`src/rtl/wbuf_pkg.sv`:
```
package wbuf_pkg;
  // pointer width for a slot index, at least one bit
  function automatic int idx_w(input int depth);
    return (depth > 2) ? $clog2(depth) : 1;
  endfunction
endpackage

```
`src/rtl/wbuf_fifo.sv`:
```
module wbuf_fifo #(
  parameter int W     = 52,
  parameter int DEPTH = 4
) (
  input  logic         clk_i,
  input  logic         rst_ni,
  input  logic         push_i,
  input  logic [W-1:0] din_i,
  input  logic         pop_i,
  output logic [W-1:0] dout_o,
  output logic [W-1:0] slot_o [DEPTH],
  output logic [DEPTH-1:0] valid_o,
  output logic         full_o,
  output logic         empty_o
);
  localparam int PTR_W = wbuf_pkg::idx_w(DEPTH);
  localparam int CNT_W = $clog2(DEPTH + 1);

  logic [W-1:0]     mem_q [DEPTH];
  logic [DEPTH-1:0] valid_q;
  logic [PTR_W-1:0] wp_q, rp_q;
  logic [CNT_W-1:0] cnt_q;

  function automatic logic [PTR_W-1:0] nxt(input logic [PTR_W-1:0] p);
    return (p == PTR_W'(DEPTH - 1)) ? '0 : p + 1'b1;
  endfunction

  always_ff @(posedge clk_i or negedge rst_ni) begin
    if (!rst_ni) begin
      wp_q    <= '0;
      rp_q    <= '0;
      cnt_q   <= '0;
      valid_q <= '0;
      for (int i = 0; i < DEPTH; i++) mem_q[i] <= '0;
    end else begin
      if (push_i) begin
        mem_q[wp_q]   <= din_i;
        valid_q[wp_q] <= 1'b1;
        wp_q          <= nxt(wp_q);
      end
      if (pop_i) begin
        valid_q[rp_q] <= 1'b0;
        rp_q          <= nxt(rp_q);
      end
      case ({push_i, pop_i})
        2'b10:   cnt_q <= cnt_q + 1'b1;
        2'b01:   cnt_q <= cnt_q - 1'b1;
        default: cnt_q <= cnt_q;
      endcase
    end
  end

  assign dout_o  = mem_q[rp_q];
  assign slot_o  = mem_q;
  assign valid_o = valid_q;
  assign full_o  = (cnt_q == CNT_W'(DEPTH));
  assign empty_o = (cnt_q == '0);


  no_overflow_chk: assert property (@(posedge clk_i) disable iff (!rst_ni)
    (cnt_q == CNT_W'(DEPTH)) |-> !push_i);

  no_underflow_chk: assert property (@(posedge clk_i) disable iff (!rst_ni)
    (cnt_q == '0) |-> !pop_i);

  valid_count_chk: assert property (@(posedge clk_i) disable iff (!rst_ni)
    $countones(valid_q) == int'(cnt_q));
endmodule

```
`src/rtl/wbuf_match.sv`:
```
module wbuf_match #(
  parameter int W      = 52,
  parameter int ADDR_W = 16,
  parameter int DEPTH  = 4
) (
  input  logic              clk_i,
  input  logic              rst_ni,
  input  logic [W-1:0]      slot_i [DEPTH],
  input  logic [DEPTH-1:0]  valid_i,
  input  logic [ADDR_W-1:0] addr_i,
  output logic              hit_o
);
  logic [DEPTH-1:0] eq;

  // address sits in the top bits of each entry
  for (genvar g = 0; g < DEPTH; g++) begin : g_cmp
    assign eq[g] = valid_i[g] && (slot_i[g][W-1 -: ADDR_W] == addr_i);
  end

  assign hit_o = |eq;


  match_needs_entry_chk: assert property (@(posedge clk_i) disable iff (!rst_ni)
    hit_o |-> (valid_i != '0));
endmodule

```
`src/rtl/post_wbuf.sv`:
```
module post_wbuf #(
  parameter int ADDR_W = 16,
  parameter int DATA_W = 32,
  parameter int DEPTH  = 4
) (
  input  logic                clk_i,
  input  logic                rst_ni,
  input  logic                wr_valid_i,
  input  logic [ADDR_W-1:0]   wr_addr_i,
  input  logic [DATA_W-1:0]   wr_data_i,
  input  logic [DATA_W/8-1:0] wr_be_i,
  output logic                wr_stall_o,
  input  logic                rd_check_i,
  input  logic [ADDR_W-1:0]   rd_addr_i,
  output logic                rd_stall_o,
  output logic                mem_valid_o,
  output logic [ADDR_W-1:0]   mem_addr_o,
  output logic [DATA_W-1:0]   mem_data_o,
  output logic [DATA_W/8-1:0] mem_be_o,
  input  logic                mem_ready_i
);
  localparam int BE_W = DATA_W / 8;
  localparam int EW   = ADDR_W + BE_W + DATA_W;

  logic          push, pop, full, empty, hit;
  logic [EW-1:0] head;
  logic [EW-1:0] slots [DEPTH];
  logic [DEPTH-1:0] vld;

  assign push = wr_valid_i && !full;
  assign pop  = !empty && mem_ready_i;

  wbuf_fifo #(.W(EW), .DEPTH(DEPTH)) u_fifo (
    .clk_i   (clk_i),
    .rst_ni  (rst_ni),
    .push_i  (push),
    .din_i   ({wr_addr_i, wr_be_i, wr_data_i}),
    .pop_i   (pop),
    .dout_o  (head),
    .slot_o  (slots),
    .valid_o (vld),
    .full_o  (full),
    .empty_o (empty)
  );

  wbuf_match #(.W(EW), .ADDR_W(ADDR_W), .DEPTH(DEPTH)) u_match (
    .clk_i   (clk_i),
    .rst_ni  (rst_ni),
    .slot_i  (slots),
    .valid_i (vld),
    .addr_i  (rd_addr_i),
    .hit_o   (hit)
  );

  assign mem_valid_o = !empty;
  assign {mem_addr_o, mem_be_o, mem_data_o} = head;
  assign wr_stall_o  = full;
  assign rd_stall_o  = rd_check_i && hit;


  mem_hold_chk: assert property (@(posedge clk_i) disable iff (!rst_ni)
    (mem_valid_o && !mem_ready_i) |=> (mem_valid_o && $stable(mem_addr_o)
      && $stable(mem_data_o) && $stable(mem_be_o)));

  stall_pending_chk: assert property (@(posedge clk_i) disable iff (!rst_ni)
    wr_stall_o |-> mem_valid_o);

  rd_stall_pending_chk: assert property (@(posedge clk_i) disable iff (!rst_ni)
    rd_stall_o |-> mem_valid_o);
endmodule

```
`config.mk`:
```
export PLATFORM = sky130hd
export DESIGN_NAME = post_wbuf
export DESIGN_NICKNAME = d
export VERILOG_FILES = /design/src/rtl/wbuf_pkg.sv /design/src/rtl/wbuf_fifo.sv /design/src/rtl/wbuf_match.sv /design/src/rtl/post_wbuf.sv
export SDC_FILE = /design/constraint.sdc
export NUM_CORES = 1
export LEC_CHECK = 0
export CAP_MARGIN = 40
export CORE_UTILIZATION = 40
export DETAILED_ROUTE_END_ITERATION = 16
export PLACE_DENSITY = 0.72
export SYNTH_ARGS = -nofsm -noshare
export SYNTH_HDL_FRONTEND = slang
export SYNTH_SLANG_ARGS = --single-unit
```
`constraint.sdc`:
```
create_clock -name clk_i -period 2.75 [get_ports clk_i]
set_clock_uncertainty 0.2 [all_clocks]
set_input_delay 0.6875 -clock clk_i [delete_from_list [all_inputs] [get_ports clk_i]]
set_output_delay 0.6875 -clock clk_i [all_outputs]
set_load 0.01 [all_outputs]
```
==> summary.md <==
| Metric | Value |
|---|---|
| Placed cells | 1138 |
| Layout Nets | 930 |
| Slowest cell delay on critical path | 0.31 ns |
| CP endpoint kind | output port |
| Unrepaired setup endpoints after global routing | true |
| Share of cells above drive strength 1 | 52.66% |
| Final period demand of the worst path | 2.960 ns |
| Die ar. | 27060 um^2 |
| Hold WC Path Type | flip-flop to flip-flop |
| Initial DRC count | 338 |
| Inserted Clock Buffers | 25 |
| HPWL after DPL | 15.60 mm |
| Die X | 164.5 um |
| Commonest register cell after synthesis | dfrtp_1 |
| Fmax | 337.8 MHz |
| Synthesized area per cell | 15.88 um^2 |
| Max cap viols | 0 |
| H-tree depth | 1 |
| Slowest-stage cell, CP | nor4_1 |
| Crit path from | rd_addr_i[4] |
| Fraction of registers with async set/reset | 100.0% |
| Final Util | 53.00% |
| Worst r2r dst | u_fifo.cnt_q[1]$_DFFE_PN0P_ |
| Lkg Pwr | 5.987 nW |
| Max VDD drop | 0.9074 mV |
| Place WS | -1.019 ns |
| RR Startpoint | u_fifo.cnt_q[0]$_DFFE_PN0P_ |
| Die Span Y | 164.5 um |
| FF-to-FF setup slack | 0.52 ns |
| Pre-Repair DR Iteration Count | 4 |
| Data required, critical path | 1.86 ns |
| Final Max Tran Viols | 0 |
| Post-placement cell area | 12550 um^2 |
| Commonest cells after routing, fill and taps aside | dfrtp_1, mux2_2, clkdlybuf4s50_1, mux4_2, buf_6 |
| Post-synthesis cell count | 665 |
| Most common library cell in the layout ignoring fill and taps | dfrtp_1 |
| Via density | 5.189 |
| CTS tree | yes |
| Port buffer count | 127 |
| Setup-failing EPs final | 50 |
| Worst Path Max Fanout | 2 |
| Part of the cycle the worst path needs | 107.6% |
| Clock transition at path regs | 0.06 ns |
| Area growth from synthesis to layout | 30.37% |
| Routed len/inst | 20.61 um |
| Seq/Total Area, Yosys | 51.88% |
| Cell Area, Synth | 10560 um^2 |
| Antenna viol nets, final | 0 |
| Clk sink count | 219 |
| Violated checks | setup timing |
| Final Hold Viols | 0 |
| Pwr per Cell Area | 1331 nW/um^2 |
| Critical path type | input pin to output port |
| Design Power | 18.33 mW |
| Final wirelength | 24.75 mm |
| Critical Path, Cell by Cell | dlygate4sd2_1, xor2_1, nor4_1, nand4_1, nor4_2, o41a_1, buf_2 |
| WHS | 0.2916 ns |
| Row cnt | 59 |
| CP Capture Point | rd_stall_o |
| Core Area | 25980 um^2 |
| Design area | 13770 um^2 |
| Worst skew pair latency | 0.51 ns |
| First-pass GRT wire length | 38.86 mm |
| Arr. time, crit path | 2.07 ns |
| Final WS setup | -0.2099 ns |
| Global route overflow | 0 |
| Vias in the first global route | 6688 |
| Fin cells | 1201 |
| Ys Warns | 0 |
| Clock buffer depth | 3 |
| Routability Congestion | 0.8714 |
| Clock root cell | clkbuf_16 |
| Distinct cell type count after synthesis | 28 |
| Outcome | finished with violations |
| Yosys reg bits | 219 |
| Setup TNS | -5.250 ns |
| Slew headroom | 61.08% |
| Post-synth net total | 748 |
| Critical path launch point type | input pin |
| Ant. Diodes | 0 |
| DRC viols | 0 |
| Via count | 6232 |
| Initial core utilization | 40.65% |
| I/O pins | 128 |
| Largest net degree at the start of global routing | 65 |
| Post-synth EDFFs | 0 |
| Worst R2R Path Depth | 6 |
| Initial antenna violation count | 2 |
| All-Layer GR Usage | 18.89% |
| Worst Tran Pin Value | 0.5838 ns |
synth_stat cells, drive strengths merged, types with 5 or more instances:
library cell  number  area (um^2)
xor2              18        157.7
inv                8        30.03
nand2             13        72.57
dfrtp            219         5480
xnor2             49        429.2
o21ai              5        25.02
buf               29        240.2
nor4               8        50.05
ha                 9        112.6
mux4              52         1171
nand4             12        75.07
a21oi              8        40.04
mux2             208         2530
clkbuf            18        67.56
critical path: cells and delay by family:
family	cells	cell delay, ns
compound gates	1	0.18
xor+xnor	1	0.17
buf+inv	2	0.42
simple gates	3	0.62
logic make-up (layout without fill, tap and decap cells):
group	Yosys count	count (layout)	synth area share [%]
buf+inv	55	256	3.198
fa+ha+maj	10	10	1.256
flops	219	219	51.88
compound gates	14	14	0.7225
xor+xnor	67	67	5.556
simple gates	40	40	2.345
mux	260	260	35.04
power by group:
group | switching (mW) | total [mW] | internal (mW) | leakage, nW
logic | 3.30 | 8.77 | 5.47 | 2.96
clock network | 1.38 | 3.58 | 2.21 | 0.429
registers | 1.08 | 5.98 | 4.90 | 2.60
total | 5.75 | 18.3 | 12.6 | 5.99
layout make-up:
class / instances / area (um^2)
Fill cell: 2147 / 12210
Sequential cell: 219 / 5485
Multi-Input combinational cell: 391 / 4807
Timing Repair Buffer: 202 / 2133
Clock buffer: 29 / 660.6
Tap cell: 335 / 419.2
Clock inverter: 17 / 235.2
Inverter: 8 / 30.03
per-layer routing:
layer | GRT usage [%] | vias to the layer above | wire, um
met3 | 3.491 | 39 | 1231
met2 | 30.53 | 129 | 11710
li1 | - | 2793 | -
met1 | 26.31 | 3267 | 11230
met5 | 0 | - | 22
met4 | 4.671 | 4 | 555
sequential cells by signal, indices dropped and copies added, names as in the netlist:
register and count:
u_fifo.slot_o 208, u_fifo.rp_q 2, u_fifo.wp_q 2, u_fifo.cnt_q 3, u_fifo.valid_o 4
worst min-delay path by stage:
stage / startpoint / to / slack [ns] / depth (start not counted)
2_1_floorplan: rst_ni / u_fifo.cnt_q[0]$_DFFE_PN0P_ / 0.19 / 0
3_5_place_dp: u_fifo.cnt_q[2]$_DFFE_PN0P_ / u_fifo.cnt_q[2]$_DFFE_PN0P_ / 0.28 / 1
4_1_cts: u_fifo.cnt_q[2]$_DFFE_PN0P_ / u_fifo.cnt_q[2]$_DFFE_PN0P_ / 0.29 / 1
5_1_grt: u_fifo.slot_o[108]$_DFFE_PN0P_ / u_fifo.slot_o[108]$_DFFE_PN0P_ / 0.31 / 1
3_3_place_gp: u_fifo.slot_o[18]$_DFFE_PN0P_ / u_fifo.slot_o[18]$_DFFE_PN0P_ / 0.28 / 1
6_report: u_fifo.cnt_q[2]$_DFFE_PN0P_ / u_fifo.cnt_q[2]$_DFFE_PN0P_ / 0.29 / 1
repair_timing:
item,CTS,global route
gates resized for setup,288,37
cloned,5,1
endpoints found under the setup margin,54,53
pin swaps,16,3
setup buffers,10,5
endpoints found under the hold margin,26,0
hold buffers,1,0
Power figures use the tool's default switching activity.
